==> config.mk <==
export PLATFORM = sky130hd
export DESIGN_NAME = oc_pin_unit
export DESIGN_NICKNAME = d
export VERILOG_FILES = /design/src/rtl/oc_pkg.sv /design/src/rtl/oc_counter.sv /design/src/rtl/oc_regs.sv /design/src/rtl/oc_channel.sv /design/src/rtl/oc_pin_unit.sv
export SDC_FILE = /design/constraint.sdc
export NUM_CORES = 1
export LEC_CHECK = 0
export BUFFER_PORTS_ARGS = -buffer_cell sky130_fd_sc_hd__buf_2
export CORE_MARGIN = 2
export CORE_UTILIZATION = 40
export DETAILED_ROUTE_END_ITERATION = 10
export PLACE_DENSITY_LB_ADDON = 0.15
export RECOVER_POWER = 50
export SYNTH_ARGS = -nofsm -noshare
export SYNTH_HDL_FRONTEND = slang
export SYNTH_SLANG_ARGS = --single-unit
==> constraint.sdc <==
create_clock -name clk -period 1.3 [get_ports clk]
set_input_delay 0.065 -clock clk [delete_from_list [all_inputs] [get_ports clk]]
set_output_delay 0.065 -clock clk [all_outputs]
set_load 0.02 [all_outputs]
==> src/rtl/oc_pkg.sv <==
package oc_pkg;
    typedef enum logic [1:0] {
        ACT_OFF = 2'b00,
        ACT_TOG = 2'b01,
        ACT_CLR = 2'b10,
        ACT_SET = 2'b11
    } oc_act_e;

    localparam int ADDR_CTL_HI   = 0;
    localparam int ADDR_CTL_LO   = 1;
    localparam int ADDR_MASK     = 2;
    localparam int ADDR_CMP_BASE = 8;
endpackage

==> src/rtl/oc_counter.sv <==
module oc_counter #(
    parameter int CNT_W = 16
) (
    input  logic             clk,
    input  logic             rst_n,
    output logic [CNT_W-1:0] cnt
);
    typedef struct packed {
        logic [CNT_W-1:0] cnt;
    } cnt_st_t;

    cnt_st_t s_d, s_q;

    always_comb begin
        s_d     = s_q;
        s_d.cnt = s_q.cnt + CNT_W'(1);
    end

    always_ff @(posedge clk) begin
        if (!rst_n) s_q <= '0;
        else        s_q <= s_d;
    end

    assign cnt = s_q.cnt;


    count_step_chk: assert property (@(posedge clk) disable iff (!rst_n)
        1'b1 |=> s_q.cnt == CNT_W'($past(s_q.cnt) + CNT_W'(1)));
endmodule

==> src/rtl/oc_regs.sv <==
module oc_regs
    import oc_pkg::*;
#(
    parameter int NCH    = 8,
    parameter int CNT_W  = 16,
    parameter int ADDR_W = 4,
    parameter int DATA_W = 16
) (
    input  logic                     clk,
    input  logic                     rst_n,
    input  logic                     we,
    input  logic [ADDR_W-1:0]        addr,
    input  logic [DATA_W-1:0]        wdata,
    output logic [DATA_W-1:0]        rdata,
    output logic [2*NCH-1:0]         ctl,
    output logic [NCH-1:0]           mask,
    output logic [NCH-1:0][CNT_W-1:0] cmp
);
    localparam int CTL_W = 2 * NCH;
    localparam int HALF  = CTL_W / 2;

    typedef struct packed {
        logic [CTL_W-1:0]           ctl;
        logic [NCH-1:0]             mask;
        logic [NCH-1:0][CNT_W-1:0]  cmp;
    } reg_st_t;

    reg_st_t s_d, s_q;

    always_comb begin
        s_d = s_q;
        if (we) begin
            if (addr == ADDR_W'(ADDR_CTL_HI)) s_d.ctl[CTL_W-1:HALF] = wdata[HALF-1:0];
            if (addr == ADDR_W'(ADDR_CTL_LO)) s_d.ctl[HALF-1:0]     = wdata[HALF-1:0];
            if (addr == ADDR_W'(ADDR_MASK))   s_d.mask              = wdata[NCH-1:0];
            for (int n = 0; n < NCH; n++) begin
                if (addr == ADDR_W'(ADDR_CMP_BASE + n)) s_d.cmp[n] = wdata[CNT_W-1:0];
            end
        end
    end

    always_ff @(posedge clk) begin
        if (!rst_n) s_q <= '0;
        else        s_q <= s_d;
    end

    always_comb begin
        rdata = '0;
        if (addr == ADDR_W'(ADDR_CTL_HI)) rdata[HALF-1:0] = s_q.ctl[CTL_W-1:HALF];
        if (addr == ADDR_W'(ADDR_CTL_LO)) rdata[HALF-1:0] = s_q.ctl[HALF-1:0];
        if (addr == ADDR_W'(ADDR_MASK))   rdata[NCH-1:0]  = s_q.mask;
        for (int n = 0; n < NCH; n++) begin
            if (addr == ADDR_W'(ADDR_CMP_BASE + n)) rdata = DATA_W'(s_q.cmp[n]);
        end
    end

    assign ctl  = s_q.ctl;
    assign mask = s_q.mask;
    assign cmp  = s_q.cmp;


    ctl_hi_write_chk: assert property (@(posedge clk) disable iff (!rst_n)
        we && addr == ADDR_W'(ADDR_CTL_HI) |=> ctl[CTL_W-1:HALF] == $past(wdata[HALF-1:0]));


    mask_write_chk: assert property (@(posedge clk) disable iff (!rst_n)
        we && addr == ADDR_W'(ADDR_MASK) |=> mask == $past(wdata[NCH-1:0]));
endmodule

==> src/rtl/oc_channel.sv <==
module oc_channel
    import oc_pkg::*;
#(
    parameter int CNT_W = 16
) (
    input  logic             clk,
    input  logic             rst_n,
    input  logic [CNT_W-1:0] cnt,
    input  logic [CNT_W-1:0] cmp,
    input  logic [1:0]       code,
    input  logic             mask_bit,
    input  logic             gp_dout,
    input  logic             gp_dir,
    output logic             pin_out,
    output logic             pin_oe
);
    typedef struct packed {
        logic    match;
        oc_act_e act;
        logic    lat;
    } ch_st_t;

    ch_st_t s_d, s_q;
    logic   own;

    always_comb begin
        s_d       = s_q;
        s_d.match = (cnt == cmp) && !mask_bit;
        s_d.act   = oc_act_e'(code);
        if (s_q.match) begin
            unique case (s_q.act)
                ACT_TOG: s_d.lat = !s_q.lat;
                ACT_CLR: s_d.lat = 1'b0;
                ACT_SET: s_d.lat = 1'b1;
                default: s_d.lat = s_q.lat;
            endcase
        end
    end

    always_ff @(posedge clk) begin
        if (!rst_n) s_q <= '{match: 1'b0, act: ACT_OFF, lat: 1'b0};
        else        s_q <= s_d;
    end

    assign own     = (code != 2'b00);
    assign pin_out = own ? s_q.lat : gp_dout;
    assign pin_oe  = own ? 1'b1    : gp_dir;


    lat_hold_chk: assert property (@(posedge clk) disable iff (!rst_n)
        !s_q.match |=> $stable(s_q.lat));


    toggle_flip_chk: assert property (@(posedge clk) disable iff (!rst_n)
        s_q.match && s_q.act == ACT_TOG |=> s_q.lat != $past(s_q.lat));


    set_high_chk: assert property (@(posedge clk) disable iff (!rst_n)
        s_q.match && s_q.act == ACT_SET |=> s_q.lat);


    clr_low_chk: assert property (@(posedge clk) disable iff (!rst_n)
        s_q.match && s_q.act == ACT_CLR |=> !s_q.lat);


    mask_block_chk: assert property (@(posedge clk) disable iff (!rst_n)
        mask_bit |=> !s_q.match);
endmodule

==> src/rtl/oc_pin_unit.sv <==
module oc_pin_unit
    import oc_pkg::*;
#(
    parameter int NCH    = 8,
    parameter int CNT_W  = 16,
    parameter int ADDR_W = 4,
    parameter int DATA_W = 16
) (
    input  logic              clk,
    input  logic              rst_n,
    input  logic              bus_we,
    input  logic [ADDR_W-1:0] bus_addr,
    input  logic [DATA_W-1:0] bus_wdata,
    output logic [DATA_W-1:0] bus_rdata,
    input  logic [NCH-1:0]    gp_dout,
    input  logic [NCH-1:0]    gp_dir,
    output logic [NCH-1:0]    pin_out,
    output logic [NCH-1:0]    pin_oe,
    output logic [CNT_W-1:0]  tmr_count
);
    logic [CNT_W-1:0]           cnt;
    logic [2*NCH-1:0]           ctl;
    logic [NCH-1:0]             mask;
    logic [NCH-1:0][CNT_W-1:0]  cmp;

    oc_counter #(.CNT_W(CNT_W)) u_cnt (
        .clk  (clk),
        .rst_n(rst_n),
        .cnt  (cnt)
    );

    oc_regs #(.NCH(NCH), .CNT_W(CNT_W), .ADDR_W(ADDR_W), .DATA_W(DATA_W)) u_regs (
        .clk  (clk),
        .rst_n(rst_n),
        .we   (bus_we),
        .addr (bus_addr),
        .wdata(bus_wdata),
        .rdata(bus_rdata),
        .ctl  (ctl),
        .mask (mask),
        .cmp  (cmp)
    );

    for (genvar n = 0; n < NCH; n++) begin : g_ch
        oc_channel #(.CNT_W(CNT_W)) u_ch (
            .clk     (clk),
            .rst_n   (rst_n),
            .cnt     (cnt),
            .cmp     (cmp[n]),
            .code    (ctl[2*n+1:2*n]),
            .mask_bit(mask[n]),
            .gp_dout (gp_dout[n]),
            .gp_dir  (gp_dir[n]),
            .pin_out (pin_out[n]),
            .pin_oe  (pin_oe[n])
        );
    end

    assign tmr_count = cnt;
endmodule

---- After elaboration in Yosys (flattened, before gate mapping) ----
Index checks and enable logic that the tools add are counted.
word-level totals
  register bits after elaboration ......... 200
  input bits .............................. 39
  output and inout bits ................... 48
  logic and storage cells ................. 174
operators by class
  add/sub/neg operators ................... 1
  equality and inequality tests ........... 42
  mux-type cells .......................... 35
  reduce and logical (&&, ||, !) cells .... 60
operators with widths
  kind                                                              number
  16-bit == test                                                    8
  16-bit two-way mux                                                8
  2-bit AND reduction                                               19
  2-bit == test (second input constant)                             16
  4-bit == test (second input constant)                             8
  8-bit two-way mux                                                 3
  1-bit case mux with 3 select lines                                8
  3-bit nonzero test                                                8
  16-bit by 1-bit adder with 16-bit output (second input constant)  1
  2-bit by 1-bit == test with 1-bit output (second input constant)  8
  1-bit zero test                                                   16
  1-bit two-way mux                                                 16
  2-bit nonzero test                                                8
  1-bit logical AND                                                 8
  4-bit by 1-bit == test with 1-bit output (second input constant)  1
  4-bit by 2-bit == test with 1-bit output (second input constant)  1
  4-bit zero test                                                   1

---- Logic depth before layout (Yosys ltp) ----
Gate-level depths: netlist of the first run.
  depth in word-level cells ............... 12
  mapped depth ............................ 7
  gate-level depth less buffers ........... 5

---- By module ----
A second synthesis of the first run with hierarchy kept.
unflattened totals
  cell total of the unflattened synthesis .. 1306
  area total of the unflattened synthesis .. 10950.5 µm²
by module, submodules not included
  module      times used  cells an instance  area an instance (µm²)  sequential area each (µm²)
  oc_regs     1           944                7588.5                  3042.9
  oc_channel  8           35                 329.1                   80.1
  oc_counter  1           82                 729.4                   320.3

---- Least setup slack after synthesis of the first run ----
OpenSTA, ideal clock, no wires.
  path kind ............................... register to register
  from .................................... reg u_cnt.s_q (netlist bit u_cnt.cnt[14])
  to ...................................... reg g_ch[1].u_ch.s_q[3] in the netlist's numbering
  setup time .............................. 0.088 ns
  data arrival time ....................... 1.520 ns
  data required time ...................... 1.212 ns
  setup slack ............................. -0.307 ns
  cell stages (with the launch flop) ...... 6
  path buffers ............................ 1
  clock period less this slack ............ 1.607 ns
  cells stage by stage .................... dfxtp_1 > buf_6 > xnor2_2 > nand4_1 > or4_1 > nor4_2
on the way
  longest elaborated chain between the ends .. 2
ends and longest elaborated chain
  element                 RTL line          source
  start, declared         oc_counter.sv:12  cnt_st_t s_d, s_q;
  start signal, assigned  oc_counter.sv:20  if (!rst_n) s_q <= '0;
  start signal, assigned  oc_counter.sv:21  else s_q <= s_d;
  16-bit == test          oc_channel.sv:28  s_d.match = (cnt == cmp) && !mask_bit;
  1-bit logical AND       oc_channel.sv:28
  end signal, assigned    oc_channel.sv:41  if (!rst_n) s_q <= '{match: 1'b0, act: ACT_OFF, lat: 1'b0};
  end, declared           oc_channel.sv:23  ch_st_t s_d, s_q;
No other way between the ends.
A chain may end at the register's enable or synchronous reset.

---- Final worst setup path of the first run ----
  from .................................... reg u_regs.s_q (netlist bit u_regs.ctl[8])
  to ...................................... out bus_rdata[0]
on the way
  longest elaborated chain between the ends .. 11
ends and longest elaborated chain
  element                           RTL line           source
  start, declared                   oc_regs.sv:28      reg_st_t s_d, s_q;
  start signal, assigned            oc_regs.sv:43      if (!rst_n) s_q <= '0;
  start signal, assigned            oc_regs.sv:44      else s_q <= s_d;
  8-bit two-way mux                 oc_regs.sv:49      if (addr == ADDR_W'(ADDR_CTL_HI)) rdata[HALF-1:0] = s_q.ctl[CTL_W-1:HALF];
  8-bit two-way mux                 oc_regs.sv:50      if (addr == ADDR_W'(ADDR_CTL_LO)) rdata[HALF-1:0] = s_q.ctl[HALF-1:0];
  8-bit two-way mux                 oc_regs.sv:51      if (addr == ADDR_W'(ADDR_MASK)) rdata[NCH-1:0] = s_q.mask;
  16-bit two-way mux (8 in series)  oc_regs.sv:53      if (addr == ADDR_W'(ADDR_CMP_BASE + n)) rdata = DATA_W'(s_q.cmp[n]);
  end, declared                     oc_pin_unit.sv:14  output logic [DATA_W-1:0] bus_rdata,
No other way between the ends.

==> metrics.yaml, run 1 <==
worst_hold_path:
  hold_depth: 3
  hold_path_class: "in2reg"
logic_synthesis:
  synth_area_sq_um: 10400
  syn_area_per_cell_sq_um: 8.10
  ys_warn_count: 0
  synth-seq-area-share: 0.384
  postSynthNetCount: 1327
  ys_seq_elements: 200
  syn_inst: 1287
  synthArstFlopShare: 0
  ys.flop_type: "dfxtp_1"
  yosysUniqueCellTypes: 72
  synth_edf_count: 0
detailed_routing:
  avgViaCountPerCell: 5.48
  dr.pass1.iters: 7
  drc_errors: 0
  drtIter0Drc: 1010
  antenna_left: 0
  finalWirelength_um: 41900
  wl_per_cell_um: 21.3
  vias: 10763
clock_network:
  root_buffer: "clkbuf_16"
  cts_tree: "yes"
  cts_buffer_depth: 2
  clk_latency_ns: 0.46
  htreeDepth: 4
  cts_sinks: 200
  cts_buffers: 17
  clkTransAtPathRegs_ns: 0.09
timing:
  hold_slack_ns: 0.0212
  period_share: 1.49
  finClkSkew_ns: 0.0166
  finalSetupViolations: 68
  hold_viol: 0
  timing.slew.headroom: 0.588
  grt_setup_unrepaired: "yes"
  fmaxAchievable_mhz: 516
  slew_violations: 0
  min_period_ns: 1.94
  worstMarginPinSlew_ns: 0.617
  setup_slack_ns: -0.639
placed_design:
  hpwl_um: 30000
  io_buffer_count: 86
  dp_slack_ns: -0.356
  placed_cells_incl_taps: 1857
  routabilityCongestion: 0.954
power_and_ir_drop:
  p_leak_uw: 0.00685
  peakVddDrop_mv: 0.721
  p_per_area_nw_per_um2: 911
global_routing:
  grt_usage: 0.301
  antenna_found_initial: 0
  grt_pass1_vias: 9899
  grt_pass1_wl_um: 60300
  grt_max_degree: 48
  gr-total-overflow: 0
setup_path:
  worst-r2r-cell-count: 7
  slowest_stage: "dfxtp_2"
  cp_cell_sequence: "mux2_2 > a221o_1 > o211ai_1 > a21oi_2 > buf_6"
  start_kind: "flop"
  cp-end-kind: "primary output"
  max_stage_delay_ns: 0.33
  cp.required_ns: 1.24
  path_class: "reg2out"
  crit_arrival_ns: 1.87
  crit_fanout: 2
layout:
  post-route-util: 0.603
  final_common_cell: "nand2_1"
  drive_above_1_share: 0.410
  syn2layout_area_growth_pct: 49.4
  diodes: 0
  fin_nets: 1657
  layout_common_cells: "nand2_1 (283), buf_4 (245), a21oi_1 (159)"
  final_cells: 1965
floorplan:
  top_level_ports: 87
  row_count: 59
  core_area_sq_um: 25800
  initial_core_util: 0.404
  die_h_um: 165
  die-area_sq_um: 27400
  dieWidth_um: 165
outcome:
  violations: "negative setup slack"
  status: "finished with violations"
job:
  cap_violations: 0
metal layers:
metal  wire length [um]  part of all wire  vias up  global-route usage
met5                  0                 0        -                   0
met2              19500              0.46      445               0.488
li1                   -                 -     5050                   -
met4               1440             0.034        0               0.104
met3               2820             0.067       94              0.0455
met1              18200              0.43     5174               0.410
flip-flops by register name (all words and copies together), names as in the netlist:
name	cells
g_ch.u_ch.s_q	32
u_cnt.cnt	16
u_regs.cmp	128
u_regs.ctl	16
u_regs.mask	8
area by class of cell:
| cell class | count | area (sq um) |
|---|---|---|
| Fill cell | 2312 | 10300 |
| Multi-Input combinational cell | 959 | 6560 |
| Sequential cell | 200 | 4130 |
| Timing Repair Buffer | 433 | 3790 |
| Clock buffer | 17 | 425 |
| Tap cell | 335 | 419 |
| Clock inverter | 15 | 220 |
| Inverter | 6 | 27.5 |
worst max-delay path: cells and delay by family (launching register included):
kind | cells | cell delay (ns)
AO/OA/AOI/OAI | 3 | 0.68
multiplexers | 1 | 0.25
buffers and inverters | 1 | 0.16
flip-flops | 1 | 0.33
kinds of logic (layout without fill, tap and decap cells):
group	after synthesis	count (layout)	synth area share
flip-flops	200	200	0.384
AND/OR/NAND/NOR	516	516	0.233
XOR/XNOR	138	138	0.117
buffers and inverters	128	471	0.0695
multiplexers	50	50	0.0560
AO/OA/AOI/OAI	254	254	0.140
adder cells (fa/ha/maj)	1	1	0.00120
Yosys cell counts, types with 3 or more instances:
cell      instances  area, sq um
nor4_1           34          213
a221o_1           3         30.0
xor2_1          118         1030
and2_1           20          125
clkbuf_1         30          113
mux4_2            4         90.1
buf_6             5         56.3
o22ai_1           7         43.8
nand2_1         287         1080
mux2_2           27          304
nor2b_1           4         25.0
o21ai_0          30          150
and4_1            4         35.0
a22oi_1          13         97.6
nand4_1          12         75.1
buf_1             4         15.0
nand3_1          51          255
buf_4            41          308
nand2b_1          6         37.5
a22o_1            5         43.8
a21oi_1         167          836
buf_2            42          210
a221oi_1          4         35.0
mux2i_1          19          190
nor3_1            9         45.0
dfxtp_1         200         4000
nor2_1           47          176
or3b_2            3         26.3
nor3_4            3         48.8
or3_1            12         75.1
xnor2_1          19          166
and3_1            6         37.5
inv_1             4         15.0
o221ai_1          3         26.3
metrics by stage:
stage	total power (uW)	area [sq um]	setup TNS [ns]
2_1_floorplan	7400	10600	-0.165
3_3_place_gp	8180	13000	-37.29
3_5_place_dp	8190	13000	-39.87
4_1_cts	14100	15100	-15.15
5_1_grt	14600	15600	-20.07
6_report	14200	15600	-14.75
power breakdown:
part / internal, uW / total [uW] / leakage (uW) / switching (uW)
clock network: 2850 / 5790 / 0.000311 / 2940
registers: 6190 / 6320 / 0.00165 / 124
logic: 948 / 2090 / 0.00489 / 1140
total: 9990 / 14200 / 0.00685 / 4210
final timing paths:
path                   from                   to  slack [ns]
max           u_regs.ctl[8]         bus_rdata[0]       -0.64
min            bus_wdata[1]      u_regs.cmp[113]        0.02
max reg2reg    u_cnt.cnt[1]  g_ch[0].u_ch.s_q[3]       -0.39
min reg2reg  u_regs.cmp[13]       u_regs.cmp[13]        0.49
repair_timing:
item / in CTS / in global routing
pin swaps: 81 / 65
hold endpoints to repair: 68 / 0
hold buffers: 11 / 0
endpoints found under the setup margin: 63 / 64
resized for setup: 282 / 87
buffers inserted: 50 / 35
No activity file was read; power rests on OpenSTA's default activity.
==> run 2: changes to the inputs <==
--- a/config.mk
+++ b/config.mk
@@ -11,6 +11,7 @@
 export DETAILED_ROUTE_END_ITERATION = 10
 export PLACE_DENSITY_LB_ADDON = 0.15
 export RECOVER_POWER = 50
+export SKIP_CTS_REPAIR_TIMING = 1
 export SYNTH_ARGS = -nofsm -noshare
 export SYNTH_HDL_FRONTEND = slang
 export SYNTH_SLANG_ARGS = --single-unit
==> metrics.yaml, run 2 (synthesis gave the netlist of run 1 again) <==
setup_path:
  cp.required_ns: 1.24  # about the same
  r2r_slack_ns: -0.37  # +0.02 ns
  max_stage_delay_ns: 0.34  # about the same
  cp-end-kind: "primary output"
  path_class: "reg2out"
  start_kind: "flop"
  crit_fanout: 2  # unchanged
  cp_cell_sequence: "mux2_2 > a221o_1 > o211ai_1 > a21oi_2 > buf_6"
  crit_arrival_ns: 1.87  # about the same
  slowest_stage: "dfxtp_2"
layout:
  drive_above_1_share: 0.385  # -0.0252
  post-route-cell-area_sq_um: 15100  # -3.1%
  multiInputGateArea_sq_um: 6440  # -1.9%
  fin_nets: 1626  # -1.9%
  seqCellArea_sq_um: 4120  # -0.36%
  final_common_cell: "nand2_1"
  layout_common_cells: "nand2_1 (284), buf_4 (242), a21oi_1 (159)"
  largest_reg_flops: 128  # unchanged
  syn2layout_area_growth_pct: 44.8
  num-fill-cells: 2371  # +2.6%
  diodes: 0  # unchanged
power_and_ir_drop:
  power.switching_uw: 4190  # -0.53%
  power_frac_comb: 0.144  # -0.003
  switching_share: 0.296  # -0.000477
  intPower_uw: 9960  # -0.31%
  seq_power_share: 0.447  # +0.002
  p_per_area_nw_per_um2: 937  # +2.8%
  p_total_uw: 14100  # -0.37%
  power.share.clock: 0.410  # +0.002
  p_leak_uw: 0.00666  # -2.8%
  peakVddDrop_mv: 0.722  # +0.18%
detailed_routing:
  wl_per_cell_um: 21.5  # +0.68%
  avgViaCountPerCell: 5.47  # -0.15%
  drc_errors: 0  # unchanged
  finalWirelength_um: 41500  # -0.91%
  dr.pass1.iters: 5  # -2
  vias: 10577  # -1.7%
  antenna_left: 0  # unchanged
  drtIter0Drc: 1199  # +19%
clock_network:
  htreeDepth: 4  # unchanged
  clk_latency_ns: 0.46  # about the same
  root_buffer: "clkbuf_16"
  cts_sinks: 200  # unchanged
  cts_tree: "yes"
  clkTransAtPathRegs_ns: 0.08  # about the same
  cts_buffers: 17  # unchanged
  cts_buffer_depth: 2  # unchanged
timing:
  period_share: 1.49  # -0.00518
  finClkSkew_ns: 0.0193  # +0.00270 ns
  fmaxAchievable_mhz: 518  # +0.35%
  min_period_ns: 1.93  # -0.00673 ns
  worstMarginPinSlew_ns: 0.590  # -0.0279 ns
  hold_viol: 2  # +2
  grt_setup_unrepaired: "yes"
  hold_slack_ns: -0.00487  # -0.0261 ns
  timing.slew.headroom: 0.607  # +0.0186
  finalSetupViolations: 57  # -16%
  slew_violations: 0  # unchanged
  setup_slack_ns: -0.632  # +0.00673 ns
placed_design:
  routabilityCongestion: 0.954  # unchanged
  placed_cell_area_sq_um: 13000  # unchanged
  hpwl_um: 30000  # unchanged
  dp_slack_ns: -0.356  # unchanged
  io_buffer_count: 86  # unchanged
floorplan:
  initial_core_util: 0.404  # unchanged
  die-area_sq_um: 27400  # unchanged
  dieWidth_um: 165  # unchanged
  die_h_um: 165  # unchanged
  core_area_sq_um: 25800  # unchanged
  top_level_ports: 87  # unchanged
  row_count: 59  # unchanged
global_routing:
  grt_max_degree: 48  # unchanged
  grt_usage: 0.288  # -0.0139
  gr-total-overflow: 0  # unchanged
  grt_pass1_wl_um: 57600  # -4.5%
  antenna_found_initial: 0  # unchanged
  grt_pass1_vias: 9383  # -5.2%
job:
  cap_violations: 0  # unchanged
worst_hold_path:
  hold_path_class: "in2reg"
outcome:
  violations: "negative hold slack, negative setup slack"
  status: "finished with violations"
==> run 2: cell count changes in the layout (fill, tap and decap cells not counted), moves of 3 or more <==
cell,before,now
buf_6,99,72
dfxtp_1,139,151
dfxtp_2,41,29
buf_2,39,43
buf_4,245,242
clkbuf_2,9,6
nor4_1,13,16
xor2_4,4,1
==> run 2: final timing paths <==
path / startpoint / endpoint / cells past startpoint
worst max-delay path: u_regs.ctl[8] / bus_rdata[0] / 5
worst min-delay path: bus_wdata[9] / u_regs.cmp[41] / 3
worst min register to register: u_regs.cmp[87] / u_regs.cmp[87] / 2
worst max register to register: u_cnt.cnt[1] / g_ch[0].u_ch.s_q[3] / 7
==> run 2: through the flow <==
step / cells / setup TNS, ns / util
4_1_cts: 1889 / -19.82 / 0.527
3_5_place_dp: 1857 / -39.87 / 0.502
3_3_place_gp: 1857 / -37.29 / 0.502
2_1_floorplan: 1287 / -0.165 / -
6_report: 1934 / -16.21 / 0.585
5_1_grt: 1934 / -20.61 / 0.585
==> run 2: critical path, delay by kind of cell (launching register included) <==
| family | cells | cell delay [ns] |
|---|---|---|
| flops | 1 | 0.34 |
| buf+inv | 1 | 0.15 |
| mux | 1 | 0.25 |
| compound gates | 3 | 0.68 |
==> run 2: metal layers <==
layer,routed length (um),part of all wire,vias up,GRT usage
li1,-,-,4993,-
met2,19200,0.46,452,0.459
met5,0,0,-,0
met1,18000,0.43,5044,0.404
met4,1530,0.037,0,0.0835
met3,2820,0.068,88,0.0412
==> run 2: power by group through the flow <==
stage               clock network, uW  registers, uW  logic, uW
floorplan                           0           6430        971
global placement                    0           6490       1690
detailed placement                  0           6490       1700
CTS                              5850           6350       1710
global route                     6110           6320       2140
finish                           5790           6320       2040
==> run 2: layout make-up <==
class	count	share of cell area
Timing Repair Buffer	402	0.229
Inverter	6	0.00182
Multi-Input combinational cell	959	0.426
Clock inverter	15	0.0146
Tap cell	335	0.0278
Sequential cell	200	0.272
Clock buffer	17	0.0282
